[src/rtl/rxl_pkg.sv]
// Shared definitions for the lock-mode switchover controller.
// Holds the automatic-mode state type and the tolerance limit function.
package rxl_pkg;

    typedef enum logic {
        TRK_REF  = 1'b0,
        TRK_DATA = 1'b1
    } trk_mode_e;

    // Map the two-bit selector onto its parts-per-million value.
    function automatic longint ppm_of(input int sel);
        case (sel)
            0:       return 125;
            1:       return 250;
            2:       return 500;
            default: return 1000;
        endcase
    endfunction

    // Largest allowed count deviation for a window of 2^wl ticks.
    function automatic longint ppm_limit(input int wl, input int sel);
        return ((64'd1 << wl) * ppm_of(sel)) / 64'd1000000;
    endfunction

endpackage

[src/rtl/rxl_sync.sv]
// Two-flop synchronizer for a vector of asynchronous level inputs.
// Assumes each bit is a slow level, so bits are not kept coherent with one another.
module rxl_sync #(
    parameter int W = 2
) (
    input  logic         clk,
    input  logic         rst_n,
    input  logic [W-1:0] async_i,
    output logic [W-1:0] sync_o
);

    logic [W-1:0] stage1_q;
    logic [W-1:0] stage2_q;

    // Shift the asynchronous levels through two registers.
    always_ff @(posedge clk) begin
        if (!rst_n) begin
            stage1_q <= '0;
            stage2_q <= '0;
        end else begin
            stage1_q <= async_i;
            stage2_q <= stage1_q;
        end
    end

    assign sync_o = stage2_q;

endmodule

[src/rtl/rxl_freq_meter.sv]
// Window frequency comparator. It counts recovered pulses over 2^WIN_LOG2
// reference pulses and flags whether the absolute deviation is within the
// selected PPM limit. The result is a one-cycle win_done with a held in_tol.
// Assumes WIN_LOG2 >= 1 and that ppm_sel is steady at the window end.
module rxl_freq_meter #(
    parameter int WIN_LOG2 = 16
) (
    input  logic       clk,
    input  logic       rst_n,
    input  logic       ref_tick,
    input  logic       rec_tick,
    input  logic [1:0] ppm_sel,
    output logic       win_done,
    output logic       in_tol
);

    localparam int WIN = 1 << WIN_LOG2;
    localparam int RW  = WIN_LOG2 + 2;

    localparam logic [RW:0] LIM_TAB [4] = '{
        (RW+1)'(rxl_pkg::ppm_limit(WIN_LOG2, 0)),
        (RW+1)'(rxl_pkg::ppm_limit(WIN_LOG2, 1)),
        (RW+1)'(rxl_pkg::ppm_limit(WIN_LOG2, 2)),
        (RW+1)'(rxl_pkg::ppm_limit(WIN_LOG2, 3))
    };

    logic [WIN_LOG2-1:0] ref_cnt_q;
    logic [RW-1:0]       rec_cnt_q;
    logic                win_end;
    logic [RW:0]         rec_total;
    logic [RW:0]         dev_abs;
    logic [RW:0]         lim_sel;

    // The window closes on the last reference pulse.
    assign win_end   = ref_tick && (ref_cnt_q == '1);
    assign rec_total = {1'b0, rec_cnt_q} + (RW+1)'(rec_tick);

    // Find the absolute deviation and pick the active limit.
    always_comb begin
        if (rec_total >= (RW+1)'(WIN))
            dev_abs = rec_total - (RW+1)'(WIN);
        else
            dev_abs = (RW+1)'(WIN) - rec_total;
        lim_sel = LIM_TAB[ppm_sel];
    end

    // Run both counters and latch the comparison at the window end.
    always_ff @(posedge clk) begin
        if (!rst_n) begin
            ref_cnt_q <= '0;
            rec_cnt_q <= '0;
            win_done  <= 1'b0;
            in_tol    <= 1'b0;
        end else begin
            win_done <= win_end;
            if (win_end) begin
                ref_cnt_q <= '0;
                rec_cnt_q <= '0;
                in_tol    <= (dev_abs <= lim_sel);
            end else begin
                if (ref_tick)
                    ref_cnt_q <= ref_cnt_q + 1'b1;
                if (rec_tick && (rec_cnt_q != '1))
                    rec_cnt_q <= rec_cnt_q + 1'b1;
            end
        end
    end

    AST_WIN_SPACING: assert property (@(posedge clk) disable iff (!rst_n)
        win_done |=> !win_done) else $error("window results too close");

endmodule

[src/rtl/rxl_mode_fsm.sv]
// Lock-mode decision logic. It applies the override truth table (force_data
// dominant, then force_ref, otherwise automatic). In automatic mode it enters
// data tracking on a passing window with phase match, and it leaves after two
// consecutive failing windows. Assumes the override inputs are synchronized.
module rxl_mode_fsm (
    input  logic clk,
    input  logic rst_n,
    input  logic s_force_data,
    input  logic s_force_ref,
    input  logic win_done,
    input  logic in_tol,
    input  logic phase_ok,
    output logic track_data,
    output logic data_locked
);

    import rxl_pkg::*;

    trk_mode_e auto_q, auto_nxt;
    logic      miss_q, miss_nxt;
    logic      track_nxt;
    logic      any_force;

    assign any_force = s_force_data || s_force_ref;

    // Next automatic state; an override parks it in reference tracking.
    always_comb begin
        auto_nxt = auto_q;
        miss_nxt = miss_q;
        if (any_force) begin
            auto_nxt = TRK_REF;
            miss_nxt = 1'b0;
        end else if (win_done) begin
            case (auto_q)
                TRK_REF: begin
                    miss_nxt = 1'b0;
                    if (in_tol && phase_ok)
                        auto_nxt = TRK_DATA;
                end
                default: begin
                    if (in_tol) begin
                        miss_nxt = 1'b0;
                    end else if (miss_q) begin
                        auto_nxt = TRK_REF;
                        miss_nxt = 1'b0;
                    end else begin
                        miss_nxt = 1'b1;
                    end
                end
            endcase
        end
    end

    // Resolve the override truth table into the mode select.
    always_comb begin
        if (s_force_data)
            track_nxt = 1'b1;
        else if (s_force_ref)
            track_nxt = 1'b0;
        else
            track_nxt = (auto_nxt == TRK_DATA);
    end

    // Register the state and both outputs.
    always_ff @(posedge clk) begin
        if (!rst_n) begin
            auto_q      <= TRK_REF;
            miss_q      <= 1'b0;
            track_data  <= 1'b0;
            data_locked <= 1'b0;
        end else begin
            auto_q      <= auto_nxt;
            miss_q      <= miss_nxt;
            track_data  <= track_nxt;
            data_locked <= track_nxt;
        end
    end

    AST_PHASE_BLOCKS: assert property (@(posedge clk) disable iff (!rst_n)
        (!any_force && !track_data && win_done && !phase_ok) |=> !track_data)
        else $error("switched without phase match");

    AST_SINGLE_MISS_HOLDS: assert property (@(posedge clk) disable iff (!rst_n)
        (!any_force && track_data && win_done && in_tol) |=> track_data)
        else $error("left data mode on a passing window");

    AST_FORCE_DATA: assert property (@(posedge clk) disable iff (!rst_n)
        s_force_data |=> track_data) else $error("data override ignored");

    AST_FORCE_REF: assert property (@(posedge clk) disable iff (!rst_n)
        (s_force_ref && !s_force_data) |=> !track_data)
        else $error("reference override ignored");

    AST_STATUS_MATCH: assert property (@(posedge clk) disable iff (!rst_n)
        data_locked == track_data) else $error("status differs from mode");

endmodule

[src/rtl/rx_lock_switch.sv]
// Top of the receiver lock-mode switchover controller. It synchronizes the
// overrides, measures the frequency per window and resolves the mode.
// Assumes the count pulses and phase_ok are already in the clk domain.
module rx_lock_switch #(
    parameter int WIN_LOG2 = 16
) (
    input  logic       clk,
    input  logic       rst_n,
    input  logic       ref_tick,
    input  logic       rec_tick,
    input  logic       phase_ok,
    input  logic [1:0] ppm_sel,
    input  logic       force_data,
    input  logic       force_ref,
    output logic       track_data,
    output logic       data_locked
);

    logic [1:0] force_sync;
    logic       win_done;
    logic       in_tol;

    rxl_sync #(.W(2)) u_sync (
        .clk     (clk),
        .rst_n   (rst_n),
        .async_i ({force_data, force_ref}),
        .sync_o  (force_sync)
    );

    rxl_freq_meter #(.WIN_LOG2(WIN_LOG2)) u_meter (
        .clk      (clk),
        .rst_n    (rst_n),
        .ref_tick (ref_tick),
        .rec_tick (rec_tick),
        .ppm_sel  (ppm_sel),
        .win_done (win_done),
        .in_tol   (in_tol)
    );

    rxl_mode_fsm u_fsm (
        .clk          (clk),
        .rst_n        (rst_n),
        .s_force_data (force_sync[1]),
        .s_force_ref  (force_sync[0]),
        .win_done     (win_done),
        .in_tol       (in_tol),
        .phase_ok     (phase_ok),
        .track_data   (track_data),
        .data_locked  (data_locked)
    );

endmodule

[config.mk]
export PLATFORM = sky130hd
export DESIGN_NAME = rx_lock_switch
export DESIGN_NICKNAME = d
export VERILOG_FILES = /design/src/rtl/rxl_pkg.sv /design/src/rtl/rxl_sync.sv /design/src/rtl/rxl_freq_meter.sv /design/src/rtl/rxl_mode_fsm.sv /design/src/rtl/rx_lock_switch.sv
export SDC_FILE = /design/constraint.sdc
export NUM_CORES = 1
export LEC_CHECK = 0
export BUFFER_PORTS_ARGS = -buffer_cell sky130_fd_sc_hd__buf_2
export CAP_MARGIN = 20
export CORE_ASPECT_RATIO = 1.75
export CORE_MARGIN = 1
export CORE_UTILIZATION = 42
export CTS_BUF_LIST = sky130_fd_sc_hd__clkbuf_8
export DETAILED_ROUTE_END_ITERATION = 8
export GPL_ROUTABILITY_DRIVEN = 0
export GPL_TIMING_DRIVEN = 1
export HOLD_SLACK_MARGIN = 0.12
export PLACE_DENSITY_LB_ADDON = 0.1
export SYNTH_ARGS = -nofsm -noshare
export SYNTH_HDL_FRONTEND = slang
export SYNTH_SLANG_ARGS = --single-unit
[constraint.sdc]
create_clock -name clk -period 5.44 [get_ports clk]
set_input_delay 0 -clock clk [delete_from_list [all_inputs] [get_ports clk]]
set_output_delay 0 -clock clk [all_outputs]
set_load 0.01 [all_outputs]
==> impl_results.md, run 1 <==
- Result of the run: finished clean
- List of cells traversed by the critical path: ha_1, ha_1, nand3_1, nor4_1, xnor2_1, inv_1, ha_1, and2_1, and3_4, nor2_1, nand2_1, xnor2_1, ha_1, a21o_1, a21o_1, a21oi_1, o21ai_0, a21oi_1, nand4_1, a2111oi_2, a31o_1
- Most area-consuming cells after synthesis: sky130_fd_sc_hd__dfxtp_1 (28%), sky130_fd_sc_hd__xnor2_1 (7.6%), sky130_fd_sc_hd__nor2_1 (6.2%)
- Clock buffer count from CTS: 5
- Dominant synthesized flop cell: sky130_fd_sc_hd__dfxtp_1
- Leak pwr: 1.31 nW
- Via count of the first global-routing pass: 2487
- CP endpoint kind: register
- Top cell type's share of synthesized area: 27.7%
- Synthesized area: 3100 um^2
- Antenna Cells: 0
- Setup repair after global routing missed its margin: false
- Synth Register Bits: 43
- Crit path required time: 5.69 ns
- Port Buf Inserts: 10
- CTS tree: yes
- Crit path depth: 21
- Syn Nets: 403
- Post-layout nets: 410
- Category of cells accounting for the largest share of critical-path delay: simple AND/OR/NAND/NOR gates
- Crit path arrival time: 5.12 ns
- Setup tns final: 0 ns
- Number of cells on the worst hold path: 5
- HP Class: primary input to register
- Post-synthesis sequential area ratio: 27.7%
- Actual transition at the worst max-transition pin: 0.543 ns
- Via density: 5.45
- Worst Setup Start Kind: register
- Slowest CP cell: sky130_fd_sc_hd__nor4_1
- Final Max Tran Viols: 0
- VDD IR-drop max: 0.197 mV
- Detailed Route Iter0 Violations: 66
- Biggest fanout along the worst timing path: 9
- Largest net degree at the start of global routing: 27
- Global-route wire length before repair: 11600 um
- Worst slew margin: 63.8%
- Maximum clock path buffer count: 2
- First drt pass iteration count: 4
- Worst Skew: 0.00790 ns
- Distinct cell type count after synthesis: 58
- Number of levels the H-tree was split into: 2
- Final setup viols: 0
- Number of buffer and inverter stages on the critical path: 1
- Mean cell area of the mapped netlist: 8.17 um^2
- Final Routed Wirelength: 7030 um
- Fin crit share: 89.5%
- Post-CTS clock slew at the launch and capture registers of the worst setup and hold paths: 0.08 ns
- Setup bufs post-CTS: 0
- Most common cell in the synthesized netlist: sky130_fd_sc_hd__nor2_1
- Global-route usage over all layers: 20.1%
- Drt wl/cell: 14.8 um
- Number of hold-slack violations in the final timing report: 0
- Die Outline Area: 7750 um^2
- Clock root buffer: sky130_fd_sc_hd__clkbuf_8
- Proportion of register bits with asynchronous set or reset after synthesis: 0%
- Initial core utilization: 43.2%
- Estimated wirelength of the detail-placed design: 5490 um
- Fraction of layout instances using a drive strength above 1: 11.6%
- Number of remaining DRC errors: 0
- Fill cells: 741
- Number of gates resized after cts: 0
- Clk Latency, worst-skew pair: 0.30 ns
- Max-capacitance violation count: 0
- Vert. Die Dim: 116 um
- TritonCTS sink count: 43
- Relative area change from synthesis to final layout: 7.10%
- Die Wd: 67.0 um
- Post-synth EDFFs: 0
- Antenna violations before repair: 0
- Top-level I/O count: 11
- Number of nets still failing antenna checks after routing: 0
- Most used cell along the critical path: sky130_fd_sc_hd__ha_1
- Final min period: 4.87 ns
- Standard-cell row count: 41
- Final core utilization: 46.3%
- Peak per-stage delay on the critical path: 0.42 ns
- Synth Warn #: 0
- Fmax: 0.206 GHz
- Category of the critical setup timing path: register to register
- Leading area contributor after synthesis: sky130_fd_sc_hd__dfxtp_1
- Area of the core: 7180 um^2
- Count of hold-fix buffers inserted at cts: 7
- Total via count in the routed design: 2584
- Global-route congestion overflow total: 0
- Total power divided by cell area: 194 nW/um^2
- Count of cells along the worst register-to-register path: 21
- Top post-synthesis cells by count: sky130_fd_sc_hd__nor2_1 (51), sky130_fd_sc_hd__dfxtp_1 (43), sky130_fd_sc_hd__nand2_1 (33), sky130_fd_sc_hd__xnor2_1 (27), sky130_fd_sc_hd__xor2_1 (19)
- Post-Synthesis Cells: 380
## path summary, 6_finish.rpt
kind                        start                    to  slack [ns]
min                      rec_tick  u_meter.rec_cnt_q[0]        0.18
max          u_meter.rec_cnt_q[0]        u_meter.in_tol        0.57
min reg2reg    u_sync.stage1_q[0]      u_sync.sync_o[0]        0.44
max reg2reg  u_meter.rec_cnt_q[0]        u_meter.in_tol        0.57
## per-layer routing
metal	vias to the layer above	global-route usage, %	part of all wire, %
met1	1190	20.1	41
met3	18	2.46	1.2
met4	0	11.1	4.1
met5	-	0	0
li1	1349	-	-
met2	27	38.5	54
## logic make-up (layout without fill, tap and decap cells)
group / Yosys count / count (layout) / share of synthesized area (%)
AOI/OAI and AO/OA: 51 / 51 / 11.8
xor gates and xnor gates: 48 / 48 / 14.0
adders and majority gates: 14 / 14 / 5.65
buffers and inverters: 33 / 41 / 5.28
DFF: 43 / 43 / 27.7
muxes: 2 / 2 / 0.645
and+or+nand+nor: 189 / 189 / 34.9
## state kept, by name (all words and copies together) (netlist names)
name and flops:
u_fsm.auto_q 1, u_meter.in_tol 1, u_meter.rec_cnt_q 18, u_sync.stage1_q 2
u_meter.win_done 1, u_fsm.track_data 1, u_meter.ref_cnt_q 16, u_fsm.miss_q 1
u_sync.sync_o 2
## layout by cell type, fill, tap and decap left out, types with 5 or more instances in the layout
master / count
sky130_fd_sc_hd__and3_1: 9
sky130_fd_sc_hd__ha_1: 14
sky130_fd_sc_hd__buf_2: 10
sky130_fd_sc_hd__nand3_1: 13
sky130_fd_sc_hd__xnor2_1: 27
sky130_fd_sc_hd__dlygate4sd3_1: 7
sky130_fd_sc_hd__nor4_1: 6
sky130_fd_sc_hd__or3_1: 6
sky130_fd_sc_hd__o21ai_0: 9
sky130_fd_sc_hd__nand4_1: 14
sky130_fd_sc_hd__nor3_1: 9
sky130_fd_sc_hd__dfxtp_1: 43
sky130_fd_sc_hd__and2_1: 13
sky130_fd_sc_hd__clkbuf_8: 5
sky130_fd_sc_hd__inv_1: 14
sky130_fd_sc_hd__nand2_1: 33
sky130_fd_sc_hd__nor2_1: 51
sky130_fd_sc_hd__a21oi_1: 10
sky130_fd_sc_hd__xor2_1: 19
## metrics by stage
stage	hold WS, ns	worst slack [ns]	cell area [um^2]	power [mW]	instances
2_1_floorplan	0.127	1.23	3100	0.417	380
3_3_place_gp	0.208	0.713	3160	0.445	459
3_5_place_dp	0.213	0.605	3160	0.446	459
4_1_cts	0.168	0.576	3320	0.657	474
5_1_grt	0.188	0.311	3320	0.682	474
6_report	0.182	0.574	3320	0.643	474
## worst reg2reg max path, stage by stage, from the launching register on
cell	delay, ns
sky130_fd_sc_hd__dfxtp_1	0.40
sky130_fd_sc_hd__ha_1	0.36
sky130_fd_sc_hd__ha_1	0.32
sky130_fd_sc_hd__nand3_1	0.18
sky130_fd_sc_hd__nor4_1	0.42
sky130_fd_sc_hd__xnor2_1	0.29
sky130_fd_sc_hd__inv_1	0.09
sky130_fd_sc_hd__ha_1	0.18
sky130_fd_sc_hd__and2_1	0.14
sky130_fd_sc_hd__and3_4	0.19
sky130_fd_sc_hd__nor2_1	0.32
sky130_fd_sc_hd__nand2_1	0.12
sky130_fd_sc_hd__xnor2_1	0.15
sky130_fd_sc_hd__ha_1	0.31
sky130_fd_sc_hd__a21o_1	0.16
sky130_fd_sc_hd__a21o_1	0.17
sky130_fd_sc_hd__a21oi_1	0.17
sky130_fd_sc_hd__o21ai_0	0.13
sky130_fd_sc_hd__a21oi_1	0.15
sky130_fd_sc_hd__nand4_1	0.12
sky130_fd_sc_hd__a2111oi_2	0.29
sky130_fd_sc_hd__a31o_1	0.19
## report_power, final
part | switching [mW] | internal [mW]
Sequential | 0.00572 | 0.319
Clock | 0.112 | 0.0893
Combinational | 0.0634 | 0.0532
## layout make-up
cell class	instances	area (um^2)	share of cell area, %
clock buffer	5	68.8	2.07
clock inverter	3	20.0	0.602
inverter	14	52.6	1.58
multi-input combinational	304	2080	62.5
sequential	43	861	25.9
tap	86	108	3.24
timing repair buffer	19	135	4.07
(Power assumes the default switching activity.)
==> inputs of run 2 (changes only) <==
SYNTH_HIERARCHICAL = 1   (was default)
==> run 2 against run 1 <==
- power grew 13%
- sequential share of layout area grew 0.17 points
- worst setup slack lost 0.11 ns
- largest cell class unchanged
- clock-buffer cell count is the same
- synthesized cell count shrank 2.6%
- final cell count shrank 2.1%
- non-clock buffer count grew 1
- hold slack lost 0.031 ns
- combinational power shrank 9%
- highest routed layer unchanged
- core utilization grew 1.5 points
- cell area shrank 0.64%
==> impl_results.md, run 2 <==
- Result of the run: finished clean (unchanged)
- Peak per-stage delay on the critical path: 0.48 ns (was 0.42 ns)
- Die Outline Area: 7570 um^2 (was 7750 um^2)
- Category of the critical setup timing path: register to register (unchanged)
- Top post-synthesis cells by count: sky130_fd_sc_hd__nor2_1 (45), sky130_fd_sc_hd__dfxtp_1 (43), sky130_fd_sc_hd__xor2_1 (27), sky130_fd_sc_hd__nand2_1 (26), sky130_fd_sc_hd__xnor2_1 (25) (was sky130_fd_sc_hd__nor2_1 (51), sky130_fd_sc_hd__dfxtp_1 (43), sky130_fd_sc_hd__nand2_1 (33), sky130_fd_sc_hd__xnor2_1 (27), sky130_fd_sc_hd__xor2_1 (19))
- Most area-consuming cells after synthesis: sky130_fd_sc_hd__dfxtp_1 (28%), sky130_fd_sc_hd__xor2_1 (7.8%), sky130_fd_sc_hd__xnor2_1 (7.2%) (was sky130_fd_sc_hd__dfxtp_1 (28%), sky130_fd_sc_hd__xnor2_1 (7.6%), sky130_fd_sc_hd__nor2_1 (6.2%))
- Syn Nets: 393 (was 403)
- Final min period: 4.97 ns (was 4.87 ns)
- Port Buf Inserts: 10 (unchanged)
- Clk Latency, worst-skew pair: 0.30 ns (about the same)
- Overall power: 0.724 mW (was 0.643 mW)
- Crit path arrival time: 5.22 ns (was 5.12 ns)
- Global-route congestion overflow total: 0 (unchanged)
- CTS tree: yes (unchanged)
- Worst Setup Start Kind: register (unchanged)
- Post-CTS clock slew at the launch and capture registers of the worst setup and hold paths: 0.09 ns (was 0.08 ns)
- Fraction of layout instances using a drive strength above 1: 11.3% (was 11.6%)
- Synthesized area: 3030 um^2 (was 3100 um^2)
- Number of nets still failing antenna checks after routing: 0 (unchanged)
- Clock root buffer: sky130_fd_sc_hd__clkbuf_8 (unchanged)
- Fmax: 0.201 GHz (was 0.206 GHz)
- Initial core utilization: 43.9% (was 43.2%)
- HP Class: primary input to register (unchanged)
- Crit path required time: 5.68 ns (was 5.69 ns)
- Vert. Die Dim: 114 um (was 116 um)
- Antenna violations before repair: 0 (unchanged)
- Biggest registers after layout: u_meter/rec_cnt_q: 18 flops, u_meter/ref_cnt_q: 16 flops (was u_meter.rec_cnt_q: 18 flops, u_meter.ref_cnt_q: 16 flops)
- Max-capacitance violation count: 0 (unchanged)
- Post-synthesis sequential area ratio: 28.4% (was 27.7%)
- Commonest non-fill, non-tap cell in the layout: sky130_fd_sc_hd__nor2_1 (unchanged)
- Proportion of register bits with asynchronous set or reset after synthesis: 0% (unchanged)
- Via count of the first global-routing pass: 2457 (was 2487)
- Distinct cell type count after synthesis: 66 (was 58)
- Drt wl/cell: 14.9 um (was 14.8 um)
- Top cell type's share of synthesized area: 28.4% (was 27.7%)
- Most common cell in the synthesized netlist: sky130_fd_sc_hd__nor2_1 (unchanged)
- Post-Place Setup Slack: 0.531 ns (was 0.605 ns)
- Setup repair after global routing missed its margin: false (unchanged)
- Number of hold-slack violations in the final timing report: 0 (unchanged)
- Setup bufs post-CTS: 0 (unchanged)
- Slowest CP cell: sky130_fd_sc_hd__nor4_2 (was sky130_fd_sc_hd__nor4_1)
- Number of gates resized after cts: 0 (unchanged)
- Antenna Cells: 0 (unchanged)
- Most used cell along the critical path: sky130_fd_sc_hd__ha_1 (unchanged)
- Worst-case setup margin in the final layout: 0.469 ns (was 0.574 ns)
- Fin crit share: 91.4% (was 89.5%)
- Number of levels the H-tree was split into: 2 (unchanged)
- Total via count in the routed design: 2530 (was 2584)
- Worst slew margin: 60.4% (was 63.8%)
- Final Max Tran Viols: 0 (unchanged)
- Synth Warn #: 6 (was 0)
- Internal reg-to-reg setup slack: 0.47 ns (was 0.57 ns)
- Number of flip-flops under the largest register name: 18 (unchanged)
- Setup tns final: 0 ns (unchanged)
- Maximum clock path buffer count: 2 (unchanged)
- Final Routed Wirelength: 6900 um (was 7030 um)
- Leading area contributor after synthesis: sky130_fd_sc_hd__dfxtp_1 (unchanged)
- List of cells traversed by the critical path: ha_1, ha_1, inv_1, nor3_1, xor2_1, nor4_2, nand4_1, o21ai_1, nor2_1, xnor2_1, ha_1, a21o_1, a21o_1, a21oi_1, a21oi_1, nor4b_1, nand4_1, or4_1, o21ai_1 (was ha_1, ha_1, nand3_1, nor4_1, xnor2_1, inv_1, ha_1, and2_1, and3_4, nor2_1, nand2_1, xnor2_1, ha_1, a21o_1, a21o_1, a21oi_1, o21ai_0, a21oi_1, nand4_1, a2111oi_2, a31o_1)
- Top-level I/O count: 11 (unchanged)
- Dominant synthesized flop cell: sky130_fd_sc_hd__dfxtp_1 (unchanged)
- Mean cell area of the mapped netlist: 8.19 um^2 (was 8.17 um^2)
- CP endpoint kind: register (unchanged)
- Synth Register Bits: 43 (unchanged)
- TritonCTS sink count: 43 (unchanged)
- Count of hold-fix buffers inserted at cts: 7 (unchanged)
- VDD IR-drop max: 0.279 mV (was 0.197 mV)
- Clock buffer count from CTS: 5 (unchanged)
- Relative area change from synthesis to final layout: 8.96% (was 7.10%)
- Final setup viols: 0 (unchanged)
- Biggest fanout along the worst timing path: 9 (unchanged)
- Number of remaining DRC errors: 0 (unchanged)
- Post-Synthesis Cells: 370 (was 380)
- Area of the core: 6910 um^2 (was 7180 um^2)
- Standard-cell row count: 40 (was 41)
- Global-route wire length before repair: 11500 um (was 11600 um)
- First drt pass iteration count: 6 (was 4)
- Highest-count cells in the layout ignoring fill and taps: sky130_fd_sc_hd__nor2_1 (45), sky130_fd_sc_hd__dfxtp_1 (43), sky130_fd_sc_hd__xor2_1 (27) (was sky130_fd_sc_hd__nor2_1 (51), sky130_fd_sc_hd__dfxtp_1 (43), sky130_fd_sc_hd__nand2_1 (33))
- Total power divided by cell area: 219 nW/um^2 (was 194 nW/um^2)
- Detailed Route Iter0 Violations: 109 (was 66)
- Worst Skew: 0.0118 ns (was 0.00790 ns)
- Via density: 5.45 (about the same)
- Estimated wirelength of the detail-placed design: 5350 um (was 5490 um)
- Leak pwr: 1.27 nW (was 1.31 nW)
- Actual transition at the worst max-transition pin: 0.593 ns (was 0.543 ns)
- Post-layout nets: 402 (was 410)
- Largest net degree at the start of global routing: 33 (was 27)
- Global-route usage over all layers: 19.9% (was 20.1%)
- Post-synth EDFFs: 0 (unchanged)
- Register with the most flip-flops: u_meter/rec_cnt_q (was u_meter.rec_cnt_q)
- Die Wd: 66.2 um (was 67.0 um)
-- run 2: cell types whose count changed after synthesis, moves of 4 or more --
cell,delta
sky130_fd_sc_hd__buf_2,-8
sky130_fd_sc_hd__xor2_1,+8
sky130_fd_sc_hd__nand2_1,-7
sky130_fd_sc_hd__and3_1,-6
sky130_fd_sc_hd__buf_4,+6
sky130_fd_sc_hd__nor2_1,-6
sky130_fd_sc_hd__and2_1,-4
sky130_fd_sc_hd__nor4_1,-4
sky130_fd_sc_hd__or3_1,+4
-- run 2: final cells by class --
| type | instances | area, um^2 |
|---|---|---|
| Clock inverter | 3 | 63.8 |
| Timing Repair Buffer | 20 | 150 |
| Sequential cell | 43 | 861 |
| Tap cell | 84 | 105 |
| Clock buffer | 5 | 68.8 |
| Multi-Input combinational cell | 297 | 2010 |
| Fill cell | 701 | 3600 |
| Inverter | 12 | 45.0 |
-- run 2: cells by family after synthesis --
group,Yosys count,synth area share (%)
AO/OA/AOI/OAI,50,10.6
XOR/XNOR,52,15.0
adder cells (fa/ha/maj),14,5.78
buffers and inverters,30,5.33
flip-flops,43,28.4
multiplexers,4,1.32
AND/OR/NAND/NOR,177,33.6
-- run 2: report_power, final --
group	switching [mW]	internal, mW	total, mW
clock	0.111	0.182	0.292
combinational	0.0582	0.0483	0.106
sequential	0.00626	0.319	0.326
total	0.175	0.549	0.724
-- run 2: worst paths after layout --
path | startpoint | to | depth (start not counted)
hold reg to reg | u_sync/stage1_q[0] | u_sync/sync_o[0] | 1
setup reg to reg | u_meter/rec_cnt_q[0] | u_meter/in_tol | 19
setup / recovery | u_meter/rec_cnt_q[0] | u_meter/in_tol | 19
hold / removal | rec_tick | u_meter/rec_cnt_q[0] | 5
-- run 2: worst max-delay path, delay by kind of cell, from the launching register on --
| kind | cells | cell delay, ns |
|---|---|---|
| compound gates | 6 | 1.10 |
| buf+inv | 1 | 0.08 |
| flops | 1 | 0.43 |
| simple gates | 7 | 2.04 |
| fa+ha+maj | 3 | 0.88 |
| xor+xnor | 2 | 0.41 |
-- run 2: per-layer routing --
layer	track usage, %	vias to the layer above	share of wire (%)
met3	2.89	14	1.9
met4	9.93	0	2.9
met2	38.0	43	55
met1	20.1	1152	40
met5	0	-	0
li1	-	1321	-
-- run 2: through the flow --
stage / cell area [um^2] / std cells / utilization [%] / hold WS (ns)
4_1_cts: 3290 / 463 / 47.6 / 0.146
6_report: 3300 / 464 / 47.8 / 0.151
3_3_place_gp: 3080 / 448 / 44.7 / 0.201
2_1_floorplan: 3030 / 370 / - / 0.107
3_5_place_dp: 3080 / 448 / 44.7 / 0.205
5_1_grt: 3300 / 464 / 47.8 / 0.182
==> inputs of run 3 (changes only) <==
REMOVE_ABC_BUFFERS = 1   (was default)
==> run 3 against run 2 <==
- worst setup slack better by 0.090 ns
- hold slack better by 0.022 ns
- die area unchanged
- power down 5.5%
- clock skew down 0.0016 ns
- sequential power about the same
- critical path type unchanged
==> impl_results.md, run 3 (same netlist as run 2, synthesis figures left out) <==
- Count of cells along the worst register-to-register path: 21 (was 19)
- Fmax: 0.205 GHz (was 0.201 GHz)
- Antenna Cells: 0 (unchanged)
- HP Class: primary input to register (unchanged)
- Leak pwr: 1.26 nW (was 1.27 nW)
- Power spent charging and discharging nets: 0.178 mW (was 0.175 mW)
- Final min period: 4.88 ns (was 4.97 ns)
- Clock network power share: 36.5% (was 40.4%)
- VDD IR-drop max: 0.218 mV (was 0.279 mV)
- Crit path arrival time: 5.12 ns (was 5.22 ns)
- Fin crit share: 89.7% (was 91.4%)
- Number of cells on the worst hold path: 5 (unchanged)
- Number of gates resized after cts: 0 (unchanged)
- Detailed Route Iter0 Violations: 136 (was 109)
- Maximum clock path buffer count: 2 (unchanged)
- Met3 Wirelength: 124 um (was 134 um)
- Placed standard-cell area: 3080 um^2 (about the same)
- Die Wd: 66.2 um (unchanged)
- Final setup viols: 0 (unchanged)
- Largest net degree at the start of global routing: 33 (unchanged)
- Global-route congestion overflow total: 0 (unchanged)
- Uppermost routed layer: met4 (unchanged)
- Port Buf Inserts: 10 (unchanged)
- Setup repair after global routing missed its margin: false (unchanged)
- Standard-cell row count: 40 (unchanged)
- Post-Place Setup Slack: 0.600 ns (was 0.531 ns)
- TritonCTS sink count: 43 (unchanged)
- CTS tree: yes (unchanged)
- Endpoint, Worst Hold: u_meter/rec_cnt_q[0] (unchanged)
- Fraction of layout instances using a drive strength above 1: 11.3% (unchanged)
- Setup bufs post-CTS: 0 (unchanged)
- Drt wl/cell: 14.6 um (was 14.9 um)
- Initial core utilization: 43.9% (unchanged)
- Internal reg-to-reg setup slack: 0.56 ns (was 0.47 ns)
- Logic pwr share: 15.9% (was 14.7%)
- Clk Latency, worst-skew pair: 0.30 ns (about the same)
- Total area of sequential cells: 861 um^2 (unchanged)
- Final Routed Wirelength: 6760 um (was 6900 um)
- Worst Setup Start Kind: register (unchanged)
- Cell internal pwr: 0.506 mW (was 0.549 mW)
- Area of all placed cells without fillers: 3300 um^2 (about the same)
- Count of hold-fix buffers inserted at cts: 8 (was 7)
- Highest-count cells in the layout ignoring fill and taps: sky130_fd_sc_hd__nor2_1 (45), sky130_fd_sc_hd__dfxtp_1 (43), sky130_fd_sc_hd__xor2_1 (27) (unchanged)
- Total via count in the routed design: 2555 (was 2530)
- Number of remaining DRC errors: 0 (unchanged)
- Placed cells: 447 (was 448)
- Worst-case setup margin in the final layout: 0.559 ns (was 0.469 ns)
- Estimated wirelength of the detail-placed design: 5220 um (was 5350 um)
- Setup tns final: 0 ns (unchanged)
- Post-layout nets: 402 (unchanged)
- Area of combinational cells with multiple inputs: 2010 um^2 (unchanged)
- Commonest non-fill, non-tap cell in the layout: sky130_fd_sc_hd__nor2_1 (unchanged)
- Worst hold slack: 0.173 ns (was 0.151 ns)
- Register with the most flip-flops: u_meter/rec_cnt_q (unchanged)
- Relative area change from synthesis to final layout: 8.79% (was 8.96%)
- Number of levels the H-tree was split into: 2 (unchanged)
- Power share of the sequential group: 47.5% (was 44.9%)
- Post-Layout Cell Count: 464 (unchanged)
- Global-route wire length before repair: 11500 um (about the same)
- Via density: 5.51 (was 5.45)
- Actual transition at the worst max-transition pin: 0.574 ns (was 0.593 ns)
- Total power divided by cell area: 208 nW/um^2 (was 219 nW/um^2)
- Antenna violations before repair: 0 (unchanged)
- RR Startpoint: u_meter/rec_cnt_q[0] (unchanged)
- Category of the critical setup timing path: register to register (unchanged)
- Result of the run: finished clean (unchanged)
- Clock buffer count from CTS: 5 (unchanged)
- Vert. Die Dim: 114 um (unchanged)
- Sw frac: 26.1% (was 24.2%)
- CP endpoint kind: register (unchanged)
- Worst Setup SP: u_meter/rec_cnt_q[0] (unchanged)
- Biggest registers after layout: u_meter/rec_cnt_q: 18 flops, u_meter/ref_cnt_q: 16 flops (unchanged)
- Post-CTS clock slew at the launch and capture registers of the worst setup and hold paths: 0.08 ns (was 0.09 ns)
- Final Max Tran Viols: 0 (unchanged)
- Top-level I/O count: 11 (unchanged)
- Fill cells: 689 (was 701)
- Biggest fanout along the worst timing path: 9 (unchanged)
- Clock root buffer: sky130_fd_sc_hd__clkbuf_8 (unchanged)
- Number of nets still failing antenna checks after routing: 0 (unchanged)
- Area of the core: 6910 um^2 (unchanged)
- Endpoint of the worst register-to-register path: u_meter/in_tol (unchanged)
- Worst slew margin: 61.7% (was 60.4%)
- Startpoint of the tightest hold check path: rec_tick (unchanged)
- Number of hold-slack violations in the final timing report: 0 (unchanged)
- Via count of the first global-routing pass: 2445 (was 2457)
- Met2 WL post-DR: 3710 um (was 3830 um)
- Crit path required time: 5.68 ns (about the same)
- First drt pass iteration count: 4 (was 6)
- Worst Skew: 0.0102 ns (was 0.0118 ns)
- Die Outline Area: 7570 um^2 (unchanged)
- Number of flip-flops under the largest register name: 18 (unchanged)
- Global-route usage over all layers: 19.9% (about the same)
- Max-capacitance violation count: 0 (unchanged)
- Metal1 wirelength: 2740 um (about the same)
## run 3: changes by cell type in the layout (fill, tap and decap cells not counted)
cell	before	now
sky130_fd_sc_hd__dlygate4sd3_1	7	8
sky130_fd_sc_hd__clkinv_2	0	1
sky130_fd_sc_hd__clkinv_4	0	1
sky130_fd_sc_hd__buf_4	2	1
sky130_fd_sc_hd__bufinv_16	2	1
sky130_fd_sc_hd__inv_1	12	11
sky130_fd_sc_hd__buf_16	0	1
sky130_fd_sc_hd__buf_8	1	0
## run 3: power by group through the flow
stage | sequential [mW] | combinational, mW | clock (mW)
finish | 0.325 | 0.109 | 0.250
global route | 0.326 | 0.122 | 0.275
CTS | 0.325 | 0.108 | 0.263
detailed placement | 0.333 | 0.103 | 0
global placement | 0.332 | 0.101 | 0
floorplan | 0.332 | 0.0771 | 0
## run 3: final cells by class
type                            count  share of cell area [%]
Clock buffer                        5                    2.09
Inverter                           12                    1.37
Clock inverter                      3                    1.33
Timing Repair Buffer               20                    5.01
Sequential cell                    43                    26.1
Multi-Input combinational cell    297                    60.9
Tap cell                           84                    3.19
## run 3: worst max-delay path by stage
stage | depth (start not counted) | slack, ns | to
finish | 21 | 0.56 | u_meter/in_tol
global route | 19 | 0.17 | u_meter/in_tol
CTS | 21 | 0.56 | u_meter/in_tol
detailed placement | 21 | 0.60 | u_meter/in_tol
global placement | 19 | 0.71 | u_meter/in_tol
floorplan | 19 | 1.05 | u_meter/in_tol
## run 3: metal layers
layer | vias to the layer above | GRT usage [%]
met5 | - | 0
met4 | 0 | 10.4
met1 | 1180 | 21.1
met3 | 13 | 3.29
li1 | 1325 | -
met2 | 37 | 36.3
## run 3: worst max-delay path, cell delays in order (launching register included)
cell and delay (ns):
sky130_fd_sc_hd__dfxtp_1 0.42, sky130_fd_sc_hd__ha_1 0.35, sky130_fd_sc_hd__ha_1 0.32, sky130_fd_sc_hd__inv_1 0.06, sky130_fd_sc_hd__ha_1 0.19, sky130_fd_sc_hd__or4b_1 0.45, sky130_fd_sc_hd__o31ai_1 0.14, sky130_fd_sc_hd__o21ai_2 0.17
sky130_fd_sc_hd__nor2_4 0.22, sky130_fd_sc_hd__nand2_4 0.08, sky130_fd_sc_hd__o21ai_1 0.35, sky130_fd_sc_hd__nor2_1 0.09, sky130_fd_sc_hd__xnor2_1 0.15, sky130_fd_sc_hd__ha_1 0.31, sky130_fd_sc_hd__a21o_1 0.16, sky130_fd_sc_hd__a21o_1 0.16
sky130_fd_sc_hd__a21oi_1 0.14, sky130_fd_sc_hd__a21oi_1 0.06, sky130_fd_sc_hd__nor4b_1 0.32, sky130_fd_sc_hd__nand4_1 0.12, sky130_fd_sc_hd__or4_1 0.40, sky130_fd_sc_hd__o21ai_1 0.14
## run 3: stage by stage
step / power [mW] / utilization, %
3_3_place_gp: 0.433 / 44.5
3_5_place_dp: 0.436 / 44.5
2_1_floorplan: 0.409 / -
5_1_grt: 0.723 / 47.7
6_report: 0.684 / 47.7
4_1_cts: 0.696 / 47.3
